## src/rtl/ldr_walk_pkg.sv

```systemverilog
package ldr_walk_pkg;

    localparam logic [7:0]  CMD_DUMP      = 8'h21;
    localparam logic [7:0]  CMD_CRC_PROG  = 8'h30;
    localparam logic [7:0]  CMD_CRC_DATA  = 8'h31;
    localparam logic [7:0]  RESP_DONE     = 8'h3E;
    localparam logic [7:0]  RESP_LOCKED   = 8'hFF;
    localparam logic [15:0] CRC_POLY      = 16'h8005;
    localparam logic [15:0] CRC_INIT      = 16'h0000;
    localparam int          FRAME_BYTES   = 7;
    localparam int          BYTE_BITS     = 8;

    typedef enum logic [1:0] {
        OP_NONE,
        OP_DUMP,
        OP_CRC_PROG,
        OP_CRC_DATA
    } op_e;

    typedef struct packed {
        op_e         op;
        logic [15:0] addr;
        logic [15:0] len;
    } req_t;

    typedef enum logic [3:0] {
        W_IDLE,
        W_READ,
        W_CAPT,
        W_BITS,
        W_OUT_DAT,
        W_OUT_ERR,
        W_OUT_CL,
        W_OUT_CH,
        W_OUT_END
    } wstate_e;

    function automatic op_e decode_cmd(input logic [7:0] code);
        case (code)
            CMD_DUMP:     return OP_DUMP;
            CMD_CRC_PROG: return OP_CRC_PROG;
            CMD_CRC_DATA: return OP_CRC_DATA;
            default:      return OP_NONE;
        endcase
    endfunction

    function automatic logic [15:0] crc_bit(input logic [15:0] cur, input logic din);
        logic fb;
        fb = cur[15] ^ din;
        return {cur[14:0], 1'b0} ^ (fb ? CRC_POLY : 16'h0000);
    endfunction

endpackage

```

## src/rtl/ldr_frame_rx.sv

```systemverilog
module ldr_frame_rx
    import ldr_walk_pkg::*;
(
    input  logic       clk,
    input  logic       rst,
    input  logic       in_valid,
    input  logic [7:0] in_data,
    output logic       in_ready,
    input  logic       hold,
    output req_t       req,
    output logic       start
);
    localparam int IW = $clog2(FRAME_BYTES);

    logic [IW-1:0] idx;
    logic [7:0]    cmd_q;
    req_t          req_q;
    logic          start_q;
    logic          take;

    assign in_ready = !hold && !start_q;
    assign take     = in_valid && in_ready;
    assign req      = req_q;
    assign start    = start_q;

    always_ff @(posedge clk) begin
        if (rst) begin
            idx     <= '0;
            cmd_q   <= '0;
            req_q   <= '0;
            start_q <= 1'b0;
        end else begin
            start_q <= 1'b0;
            if (take) begin
                case (int'(idx))
                    0: cmd_q            <= in_data;
                    2: req_q.addr[7:0]  <= in_data;
                    3: req_q.addr[15:8] <= in_data;
                    4: req_q.len[7:0]   <= in_data;
                    5: req_q.len[15:8]  <= in_data;
                    default: ;
                endcase
                if (idx == IW'(FRAME_BYTES - 1)) begin
                    idx      <= '0;
                    req_q.op <= decode_cmd(cmd_q);
                    start_q  <= (decode_cmd(cmd_q) != OP_NONE);
                end else begin
                    idx <= idx + 1'b1;
                end
            end
        end
    end

    // a start pulse lasts one cycle and follows an accepted pad byte
    assert_start_single_R2: assert property (@(posedge clk) disable iff (rst)
        start_q |=> !start_q);
    assert_start_after_take_R2: assert property (@(posedge clk) disable iff (rst)
        start_q |-> $past(take));

endmodule

```

## src/rtl/ldr_crc_ser.sv

```systemverilog
module ldr_crc_ser
    import ldr_walk_pkg::*;
(
    input  logic        clk,
    input  logic        rst,
    input  logic        clear,
    input  logic        load,
    input  logic [7:0]  din,
    output logic [15:0] crc,
    output logic        idle
);
    localparam int CW = $clog2(BYTE_BITS + 1);

    logic [CW-1:0] cnt;
    logic [7:0]    sh;
    logic [15:0]   crc_q;

    assign crc  = crc_q;
    assign idle = (cnt == '0);

    always_ff @(posedge clk) begin
        if (rst) begin
            crc_q <= CRC_INIT;
            cnt   <= '0;
            sh    <= '0;
        end else if (clear) begin
            crc_q <= CRC_INIT;
            cnt   <= '0;
        end else if (load) begin
            sh  <= din;
            cnt <= CW'(BYTE_BITS);
        end else if (cnt != '0) begin
            crc_q <= crc_bit(crc_q, sh[7]);
            sh    <= {sh[6:0], 1'b0};
            cnt   <= cnt - 1'b1;
        end
    end

    // a byte is only loaded into an idle shifter, and then one bit per clock
    assert_load_idle_R4: assert property (@(posedge clk) disable iff (rst)
        load |-> idle);
    assert_bit_per_clock_R4: assert property (@(posedge clk) disable iff (rst)
        (!idle && !clear && !load) |=> (cnt == $past(cnt) - CW'(1)));

endmodule

```

## src/rtl/ldr_walk_seq.sv

```systemverilog
module ldr_walk_seq
    import ldr_walk_pkg::*;
#(
    parameter int PAW = 10,
    parameter int DAW = 10
) (
    input  logic           clk,
    input  logic           rst,
    input  logic           start,
    input  req_t           req,
    input  logic           unlock,
    output logic [PAW-1:0] prog_addr,
    output logic           prog_rd_en,
    input  logic [7:0]     prog_rdata,
    output logic [DAW-1:0] data_addr,
    output logic           data_rd_en,
    input  logic [7:0]     data_rdata,
    output logic           out_valid,
    input  logic           out_ready,
    output logic [7:0]     out_data,
    output logic           idle
);
    wstate_e     st;
    op_e         op_q;
    logic [15:0] cur;
    logic [15:0] remain;
    logic [7:0]  out_q;
    logic [7:0]  rbyte;
    logic        accept;
    logic        last;
    logic        crc_clear;
    logic        crc_load;
    logic        crc_idle;
    logic [15:0] crc_val;

    assign prog_rd_en = (st == W_READ) && (op_q == OP_CRC_PROG);
    assign data_rd_en = (st == W_READ) && (op_q != OP_CRC_PROG);
    assign prog_addr  = cur[PAW-1:0];
    assign data_addr  = cur[DAW-1:0];
    assign rbyte      = (op_q == OP_CRC_PROG) ? prog_rdata : data_rdata;
    assign crc_clear  = (st == W_IDLE) && start;
    assign crc_load   = (st == W_CAPT) && (op_q != OP_DUMP);
    assign out_valid  = st inside {W_OUT_DAT, W_OUT_ERR, W_OUT_CL, W_OUT_CH, W_OUT_END};
    assign accept     = out_valid && out_ready;
    assign out_data   = out_q;
    assign idle       = (st == W_IDLE);
    assign last       = (remain == 16'd1);

    ldr_crc_ser u_crc (
        .clk   (clk),
        .rst   (rst),
        .clear (crc_clear),
        .load  (crc_load),
        .din   (rbyte),
        .crc   (crc_val),
        .idle  (crc_idle)
    );

    always_ff @(posedge clk) begin
        if (rst) begin
            st     <= W_IDLE;
            op_q   <= OP_NONE;
            cur    <= '0;
            remain <= '0;
            out_q  <= '0;
        end else begin
            case (st)
                W_IDLE: if (start) begin
                    op_q   <= req.op;
                    cur    <= req.addr;
                    remain <= req.len;
                    if (!unlock) begin
                        out_q <= RESP_LOCKED;
                        st    <= W_OUT_ERR;
                    end else if (req.len == 16'd0) begin
                        if (req.op == OP_DUMP) begin
                            out_q <= RESP_DONE;
                            st    <= W_OUT_END;
                        end else begin
                            out_q <= CRC_INIT[7:0];
                            st    <= W_OUT_CL;
                        end
                    end else begin
                        st <= W_READ;
                    end
                end
                W_READ: st <= W_CAPT;
                W_CAPT: begin
                    if (op_q == OP_DUMP) begin
                        out_q <= rbyte;
                        st    <= W_OUT_DAT;
                    end else begin
                        st <= W_BITS;
                    end
                end
                W_BITS: if (crc_idle) begin
                    cur    <= cur + 16'd1;
                    remain <= remain - 16'd1;
                    if (last) begin
                        out_q <= crc_val[7:0];
                        st    <= W_OUT_CL;
                    end else begin
                        st <= W_READ;
                    end
                end
                W_OUT_DAT: if (accept) begin
                    cur    <= cur + 16'd1;
                    remain <= remain - 16'd1;
                    if (last) begin
                        out_q <= RESP_DONE;
                        st    <= W_OUT_END;
                    end else begin
                        st <= W_READ;
                    end
                end
                W_OUT_ERR: if (accept) begin
                    out_q <= RESP_DONE;
                    st    <= W_OUT_END;
                end
                W_OUT_CL: if (accept) begin
                    out_q <= crc_val[15:8];
                    st    <= W_OUT_CH;
                end
                W_OUT_CH: if (accept) begin
                    out_q <= RESP_DONE;
                    st    <= W_OUT_END;
                end
                W_OUT_END: if (accept) st <= W_IDLE;
                default: st <= W_IDLE;
            endcase
        end
    end

    // a stalled response byte does not move
    assert_hold_stable_R8: assert property (@(posedge clk) disable iff (rst)
        (out_valid && !out_ready) |=> (out_valid && $stable(out_data)));
    // a locked frame answers with the error byte at once
    assert_locked_reply_R6: assert property (@(posedge clk) disable iff (rst)
        (idle && start && !unlock) |=> (out_valid && out_data == RESP_LOCKED && !prog_rd_en && !data_rd_en));
    // a zero-length frame answers without any read
    assert_zero_len_R5: assert property (@(posedge clk) disable iff (rst)
        (idle && start && unlock && req.len == 16'd0) |=> (out_valid && !prog_rd_en && !data_rd_en));
    // one port per read, data captured one cycle later
    assert_one_port_R9: assert property (@(posedge clk) disable iff (rst)
        !(prog_rd_en && data_rd_en));
    assert_read_latency_R9: assert property (@(posedge clk) disable iff (rst)
        (prog_rd_en || data_rd_en) |=> (st == W_CAPT));

endmodule

```

## src/rtl/ldr_walk_crc.sv

```systemverilog
module ldr_walk_crc
    import ldr_walk_pkg::*;
#(
    parameter int PAW = 10,
    parameter int DAW = 10
) (
    input  logic           clk,
    input  logic           rst,
    input  logic           unlock,
    input  logic           in_valid,
    output logic           in_ready,
    input  logic [7:0]     in_data,
    output logic           out_valid,
    input  logic           out_ready,
    output logic [7:0]     out_data,
    output logic           busy,
    output logic [PAW-1:0] prog_addr,
    output logic           prog_rd_en,
    input  logic [7:0]     prog_rdata,
    output logic [DAW-1:0] data_addr,
    output logic           data_rd_en,
    input  logic [7:0]     data_rdata
);
    req_t req;
    logic start;
    logic seq_idle;
    logic busy_q;

    ldr_frame_rx u_rx (
        .clk      (clk),
        .rst      (rst),
        .in_valid (in_valid),
        .in_data  (in_data),
        .in_ready (in_ready),
        .hold     (!seq_idle),
        .req      (req),
        .start    (start)
    );

    ldr_walk_seq #(.PAW(PAW), .DAW(DAW)) u_seq (
        .clk        (clk),
        .rst        (rst),
        .start      (start),
        .req        (req),
        .unlock     (unlock),
        .prog_addr  (prog_addr),
        .prog_rd_en (prog_rd_en),
        .prog_rdata (prog_rdata),
        .data_addr  (data_addr),
        .data_rd_en (data_rd_en),
        .data_rdata (data_rdata),
        .out_valid  (out_valid),
        .out_ready  (out_ready),
        .out_data   (out_data),
        .idle       (seq_idle)
    );

    always_ff @(posedge clk) begin
        if (rst)            busy_q <= 1'b0;
        else if (start)     busy_q <= 1'b1;
        else if (out_valid) busy_q <= 1'b0;
    end

    assign busy = start | busy_q;

    // busy ends right after the first response byte shows up
    assert_busy_ends_R7: assert property (@(posedge clk) disable iff (rst)
        (busy && out_valid) |=> !busy);
    // no command byte is taken while a response is pending
    assert_no_input_in_reply_R2: assert property (@(posedge clk) disable iff (rst)
        out_valid |-> !in_ready);

endmodule

```

## config.mk

```make
export PLATFORM = sky130hd
export DESIGN_NAME = ldr_walk_crc
export DESIGN_NICKNAME = d
export VERILOG_FILES = /design/src/rtl/ldr_walk_pkg.sv /design/src/rtl/ldr_frame_rx.sv /design/src/rtl/ldr_crc_ser.sv /design/src/rtl/ldr_walk_seq.sv /design/src/rtl/ldr_walk_crc.sv
export SDC_FILE = /design/constraint.sdc
export NUM_CORES = 1
export LEC_CHECK = 0
export BUFFER_PORTS_ARGS = -buffer_cell sky130_fd_sc_hd__buf_4
export CORE_ASPECT_RATIO = 0.8
export CORE_MARGIN = 3
export CORE_UTILIZATION = 50
export CTS_CLUSTER_SIZE = 25
export DETAILED_ROUTE_END_ITERATION = 12
export PLACE_DENSITY = 0.79
export SLEW_MARGIN = 20
export SYNTH_ARGS = -nofsm -noshare
export SYNTH_HDL_FRONTEND = slang
export SYNTH_SLANG_ARGS = --single-unit
export TNS_END_PERCENT = 5
```

## constraint.sdc

```tcl
create_clock -name clk -period 5 [get_ports clk]
set_input_delay 1.5 -clock clk [delete_from_list [all_inputs] [get_ports clk]]
set_output_delay 1.5 -clock clk [all_outputs]
set_load 0.02 [all_outputs]
```

==> summary.txt, run 1 <==
Timing
  • Slew Limit Fails: 0
  • Final Skew: 0.01049 ns
  • Period utilization: 0.7111
  • Final number of hold-violating endpoints: 0
  • RSZ-0062 raised after global routing: false
  • Worst-Margin Slew: 1.030 ns
  • Post-layout min period: 3.555 ns
  • Final setup violating endpoints: 0
  • Total negative slack: 0 ns
  • Slew margin rel.: 0.3106
  • FMAX: 281.3 MHz

Finish
  • Nets: 741
  • Diode count: 0
  • Most common cell after layout, fill and taps aside: dfxtp_1
  • Most frequent cells in the layout: 109 x dfxtp_1, 77 x nor2_1, 66 x nand2_1, 64 x buf_4, 56 x a21oi_1
  • Fill count: 956
  • P&R area growth vs syn: 12.51%
  • Final Util: 0.5960
  • Layout cells sized above 1: 0.1362

Die
  • Floorplan row count: 33
  • Die outline width: 124.3 um
  • Core Area: 0.01057 sq mm
  • Initial Utilization: 0.5297
  • Die height: 100.7 um
  • IO Pins: 62
  • Die area: 0.01251 sq mm

CTS
  • Clk Latency, worst-skew pair: 0.35 ns
  • Total CTS buffers: 9
  • Max Root-Sink Buffers: 2
  • Clock sinks: 109
  • Cts hold-fix bufs: 0
  • Root buffer cell: clkbuf_16
  • Post-CTS Setup Bufs: 0
  • CTS tree: done
  • CTS H-tree lvls: 3
  • CTS resizes: 0
  • Clock slew at reported path FFs: 0.07 ns

Global routing
  • Vias in the first global route: 4,748
  • Initial antenna violation count: 0
  • GRT Util Overall: 0.2309
  • Pin count of the biggest net entering global routing: 53
  • Global-route wire length before repair: 23.92 mm
  • Total gr overflow: 0

Worst setup path
  • CP max stage cell: or4_1
  • WP data arrival: 2.06 ns
  • Worst-path cell chain: or4_1 -> nor2_1 -> buf_4
  • Worst EP required: 3.50 ns
  • Setup Crit Path Kind: flip-flop to output pin
  • Crit end category: output pin
  • Startpoint types: flip-flop
  • Crit-path max cell delay: 0.81 ns
  • Worst-path fanout max: 26

Pwr
  • VDD IR-drop max: 0.3439 mV
  • Leak: 0.002449 uW
  • Pwr Density: 455.2 mW/mm^2

Logic synthesis
  • Post-Syn Area: 0.005599 sq mm
  • Ys async rst share: 0
  • Yosys reg bits: 109
  • Mapped Avg Cell Area: 8.138 sq um
  • Main synth FF type: dfxtp_1
  • Post-synth EDFFs: 0
  • Sequential element share of the synthesized area: 0.3897
  • Synth unique cells: 61
  • Warnings, synthesis: 0
  • Syn nets: 722
  • Syn Inst Count: 688

Route
  • DRT Pass-1 Iters: 5
  • WL/cell: 17.05 um
  • Initial drt markers: 498
  • DR DRC count: 0
  • Final wirelength: 14.53 mm
  • Antenna viol nets, final: 0
  • Avg Vias per Cell: 5.925
  • Routed via count: 5,048

Place
  • Final HPWL DP: 10.49 mm
  • Input/output buffers: 61
  • Routability Congestion: 0.9308

Run
  • Total of max-cap violations: 0

Min path
  • Worst Hold Class: flip-flop to flip-flop

Status
  • Outcome: finished, final reports clean
==> cell families after synthesis <==
group	count (synthesis)	synth area share
and+or+nand+nor	271	0.2445
AOI/OAI and AO/OA	172	0.1964
DFF	109	0.3897
buffers and inverters	76	0.06100
muxes	48	0.08626
xor gates and xnor gates	7	0.01095
adders and majority gates	5	0.01117
==> sequential cells by signal, summed over array words and instances, names as in the netlist <==
name and flops:
u_seq.st 4, u_rx.cmd_q 8, u_rx.idx 3, u_seq.u_crc.sh 8
u_rx.req 28, u_rx.start 1, u_seq.u_crc.cnt 4, busy_q 1
u_seq.u_crc.crc 16, u_seq.out_data 8, u_seq.remain 16, u_seq.op_q 2
u_seq.cur 10
==> where the power goes <==
part | leakage, uW | internal (uW) | total (uW) | switching, uW
registers | 0.000883 | 982 | 1110 | 126
logic | 0.00142 | 414 | 1060 | 646
clock network | 0.000142 | 350 | 699 | 349
total | 0.00245 | 1750 | 2870 | 1120
==> layer usage <==
metal  global-route usage  wire [um]
met4              0.05644        112
met5                    0          0
met2               0.3522       6499
met3              0.05403        956
met1               0.3323       6957
==> cell usage after synthesis, types with 5 or more instances <==
master	number	area [sq um]
o21ai_0	32	160.2
buf_4	10	75.07
dfxtp_1	109	2182
nor2b_1	7	43.79
o221ai_1	6	52.55
inv_1	20	75.07
nand2_1	66	247.7
nor2_1	78	292.8
and2_1	9	56.30
a21oi_1	56	280.3
mux2i_1	46	460.4
nor4_1	9	56.30
nand2b_1	13	81.33
o211ai_1	13	97.59
buf_2	9	45.04
nor3_1	28	140.1
ha_1	5	62.56
nand3b_1	7	52.55
nand3_1	13	65.06
a211oi_1	11	82.58
nand4_1	6	37.54
a21o_1	12	90.09
a22oi_1	14	105.1
clkbuf_1	35	131.4
==> area by class of cell <==
class                      instances  area, sq um  area share
sequential                       109         2182      0.3464
timing repair buffer              64        480.5     0.07627
clock buffer                       9        225.2     0.03575
tap                              140        175.2     0.02781
clock inverter                     7        68.82     0.01092
inverter                          20        75.07     0.01192
multi-input combinational        503         3093      0.4910
==> metrics by stage <==
stage | power [uW] | instance area [sq um] | hold slack, ns | instances | worst slack, ns
floorplan | 1911 | 5599 | 0.4268 | 688 | 1.952
global placement | 2115 | 5995 | 0.4344 | 836 | 1.667
detailed placement | 2160 | 5995 | 0.4446 | 836 | 1.592
CTS | 2854 | 6289 | 0.4554 | 852 | 1.475
global route | 3042 | 6300 | 0.4713 | 852 | 1.325
finish | 2867 | 6300 | 0.4536 | 852 | 1.445
==> worst max-delay path: cells and delay by family (launching register included) <==
kind,cells,cell delay [ns]
AND/OR/NAND/NOR,2,0.97
flip-flops,1,0.58
buffers and inverters,1,0.16
==> worst paths after layout <==
| path | startpoint | to | slack (ns) | depth (start not counted) |
|---|---|---|---|---|
| setup / recovery | u_seq.st[3]$_SDFFE_PP0P_ | in_ready | 1.44 | 3 |
| setup reg to reg | u_seq.st[1]$_SDFFE_PP0P_ | u_seq.u_crc.sh[0]$_SDFFE_PP0P_ | 1.68 | 5 |
| hold / removal | u_rx.cmd_q[5]$_SDFFE_PP0P_ | u_rx.cmd_q[5]$_SDFFE_PP0P_ | 0.45 | 2 |
| hold reg to reg | u_rx.cmd_q[5]$_SDFFE_PP0P_ | u_rx.cmd_q[5]$_SDFFE_PP0P_ | 0.45 | 2 |
(Power assumes the default switching activity.)
==> inputs of run 2 (changes only) <==
- clock period: 5 -> 3.3 ns (I/O delays scaled with it)
==> summary.txt, run 2 (synthesis results as in run 1) <==
Timing
  • Total negative slack: 0 ns (unchanged)
  • Slew margin rel.: 0.4083 (+0.09765)
  • Final worst setup slack: 0.3265 ns (-1.118 ns)
  • FMAX: 336.3 MHz
  • Final setup violating endpoints: 0 (unchanged)
  • Period utilization: 0.9011
  • Worst-Margin Slew: 0.8876 ns (-0.1427 ns)
  • RSZ-0062 raised after global routing: false
  • Post-layout min period: 2.973 ns
  • Final number of hold-violating endpoints: 0 (unchanged)
  • Final Skew: 0.007856 ns (-0.002633 ns)
  • Slew Limit Fails: 0 (unchanged)

Pwr
  • Pwr Density: 695.7 mW/mm^2 (+53%)
  • Leak: 0.002510 uW (+2.5%)
  • VDD IR-drop max: 0.5161 mV (+50%)

Finish
  • Layout cells sized above 1: 0.1480 (+0.01176)
  • Max reg flops: 28 (unchanged)
  • Most frequent cells in the layout: 109 x dfxtp_1, 77 x nor2_1, 75 x buf_4, 66 x nand2_1, 56 x a21oi_1
  • Diode count: 0 (unchanged)
  • P&R area growth vs syn: 14.15%
  • Nets: 752 (+1.5%)
  • Most common cell after layout, fill and taps aside: dfxtp_1

Route
  • Avg Vias per Cell: 5.968 (+0.72%)
  • Final wirelength: 14.64 mm (+0.76%)
  • Antenna viol nets, final: 0 (unchanged)
  • WL/cell: 16.96 um (-0.53%)
  • DR DRC count: 0 (unchanged)
  • DRT Pass-1 Iters: 5 (unchanged)
  • Routed via count: 5,150 (+2.0%)
  • Initial drt markers: 610 (+22%)

Min path
  • Worst Hold Class: flip-flop to flip-flop
  • Hold Path Depth: 2 (unchanged)

Global routing
  • Initial antenna violation count: 0 (unchanged)
  • Global-route wire length before repair: 23.76 mm (-0.66%)
  • Total gr overflow: 0 (unchanged)
  • GRT Util Overall: 0.2296 (-0.001226)
  • Pin count of the biggest net entering global routing: 56 (+5.7%)
  • Vias in the first global route: 4,678 (-1.5%)

Die
  • Core Area: 0.01057 sq mm (unchanged)
  • Die area: 0.01251 sq mm (unchanged)
  • Die outline width: 124.3 um (unchanged)
  • Initial Utilization: 0.5297 (unchanged)
  • Die height: 100.7 um (unchanged)
  • IO Pins: 62 (unchanged)
  • Floorplan row count: 33 (unchanged)

Worst setup path
  • Worst-path fanout max: 26 (unchanged)
  • Worst EP required: 2.31 ns (-1.19 ns)
  • Crit-path max cell delay: 0.74 ns (-0.07 ns)
  • Startpoint types: flip-flop
  • Setup Crit Path Kind: flip-flop to output pin
  • Worst-path cell chain: or4_1 -> nor2_1 -> buf_4
  • WP data arrival: 1.98 ns (-0.08 ns)
  • Crit end category: output pin
  • Reg2reg setup slack: 0.37 ns (-1.31 ns)
  • Reg2Reg Depth: 5 (unchanged)
  • CP max stage cell: or4_1

Place
  • Input/output buffers: 61 (unchanged)
  • Routability Congestion: 0.8888 (-4.5%)
  • Setup slack at placement: 0.4025 ns (-1.189 ns)
  • Final HPWL DP: 10.79 mm (+2.9%)

CTS
  • Cts hold-fix bufs: 0 (unchanged)
  • Post-CTS Setup Bufs: 0 (unchanged)
  • Root buffer cell: clkbuf_16
  • Total CTS buffers: 9 (unchanged)
  • CTS tree: done
  • Clock slew at reported path FFs: 0.07 ns (about the same)
  • Max Root-Sink Buffers: 2 (unchanged)
  • Clk Latency, worst-skew pair: 0.35 ns (about the same)
  • Clock sinks: 109 (unchanged)
  • CTS resizes: 0 (unchanged)
  • CTS H-tree lvls: 3 (unchanged)

Run
  • Total of max-cap violations: 0 (unchanged)

Status
  • Outcome: finished, final reports clean
[run 2: cell types whose count changed in the layout (fill, tap and decap cells not counted), sizes merged]
| cell | before | now |
|---|---|---|
| clkinv | 4 | 2 |
| clkbuf | 9 | 10 |
| bufinv | 0 | 1 |
| buf | 64 | 75 |
[run 2: critical path: cells and delay by family, from the launching register on]
family                 cells  cell delay (ns)
and+or+nand+nor            2             0.90
DFF                        1             0.57
buffers and inverters      1             0.16
[run 2: final timing paths]
path                              start                              to
max reg2reg    u_seq.st[1]$_SDFFE_PP0P_  u_seq.u_crc.sh[4]$_SDFFE_PP0P_
max            u_seq.st[1]$_SDFFE_PP0P_                        in_ready
min reg2reg  u_rx.cmd_q[3]$_SDFFE_PP0P_      u_rx.cmd_q[3]$_SDFFE_PP0P_
min          u_rx.cmd_q[3]$_SDFFE_PP0P_      u_rx.cmd_q[3]$_SDFFE_PP0P_
[run 2: power breakdown]
group	switching [uW]	leakage (uW)	internal, uW
sequential	185	0.000883	1490
combinational	995	0.00148	663
clock	511	0.000148	605
total	1690	0.00251	2760
[run 2: cell type report]
cell class	count	area, sq um
Clock inverter	6	82.58
Multi-Input combinational cell	503	3084
Inverter	20	75.07
Fill cell	936	4179
Clock buffer	10	229.0
Sequential cell	109	2182
Timing Repair Buffer	75	563.0
Tap cell	140	175.2
[run 2: per-layer routing]
layer | part of all wire | global-route usage | up-vias | wire length [um]
met5 | 0 | 0 | - | 0
met4 | 0.0070 | 0.04381 | 0 | 102
met3 | 0.078 | 0.05350 | 7 | 1142
met2 | 0.44 | 0.3534 | 157 | 6415
met1 | 0.48 | 0.3327 | 2476 | 6974
li1 | - | - | 2510 | -
[run 2: stage by stage]
| stage | hold slack (ns) | total power [uW] | cell area (sq um) | cells | util |
|---|---|---|---|---|---|
| detailed placement | 0.4454 | 3326 | 6077 | 847 | 0.5749 |
| global placement | 0.4348 | 3272 | 6077 | 847 | 0.5749 |
| CTS | 0.4573 | 4439 | 6389 | 863 | 0.6044 |
| floorplan | 0.4268 | 2896 | 5599 | 688 | - |
| finish | 0.4514 | 4446 | 6391 | 863 | 0.6046 |
| global route | 0.4806 | 4708 | 6391 | 863 | 0.6046 |
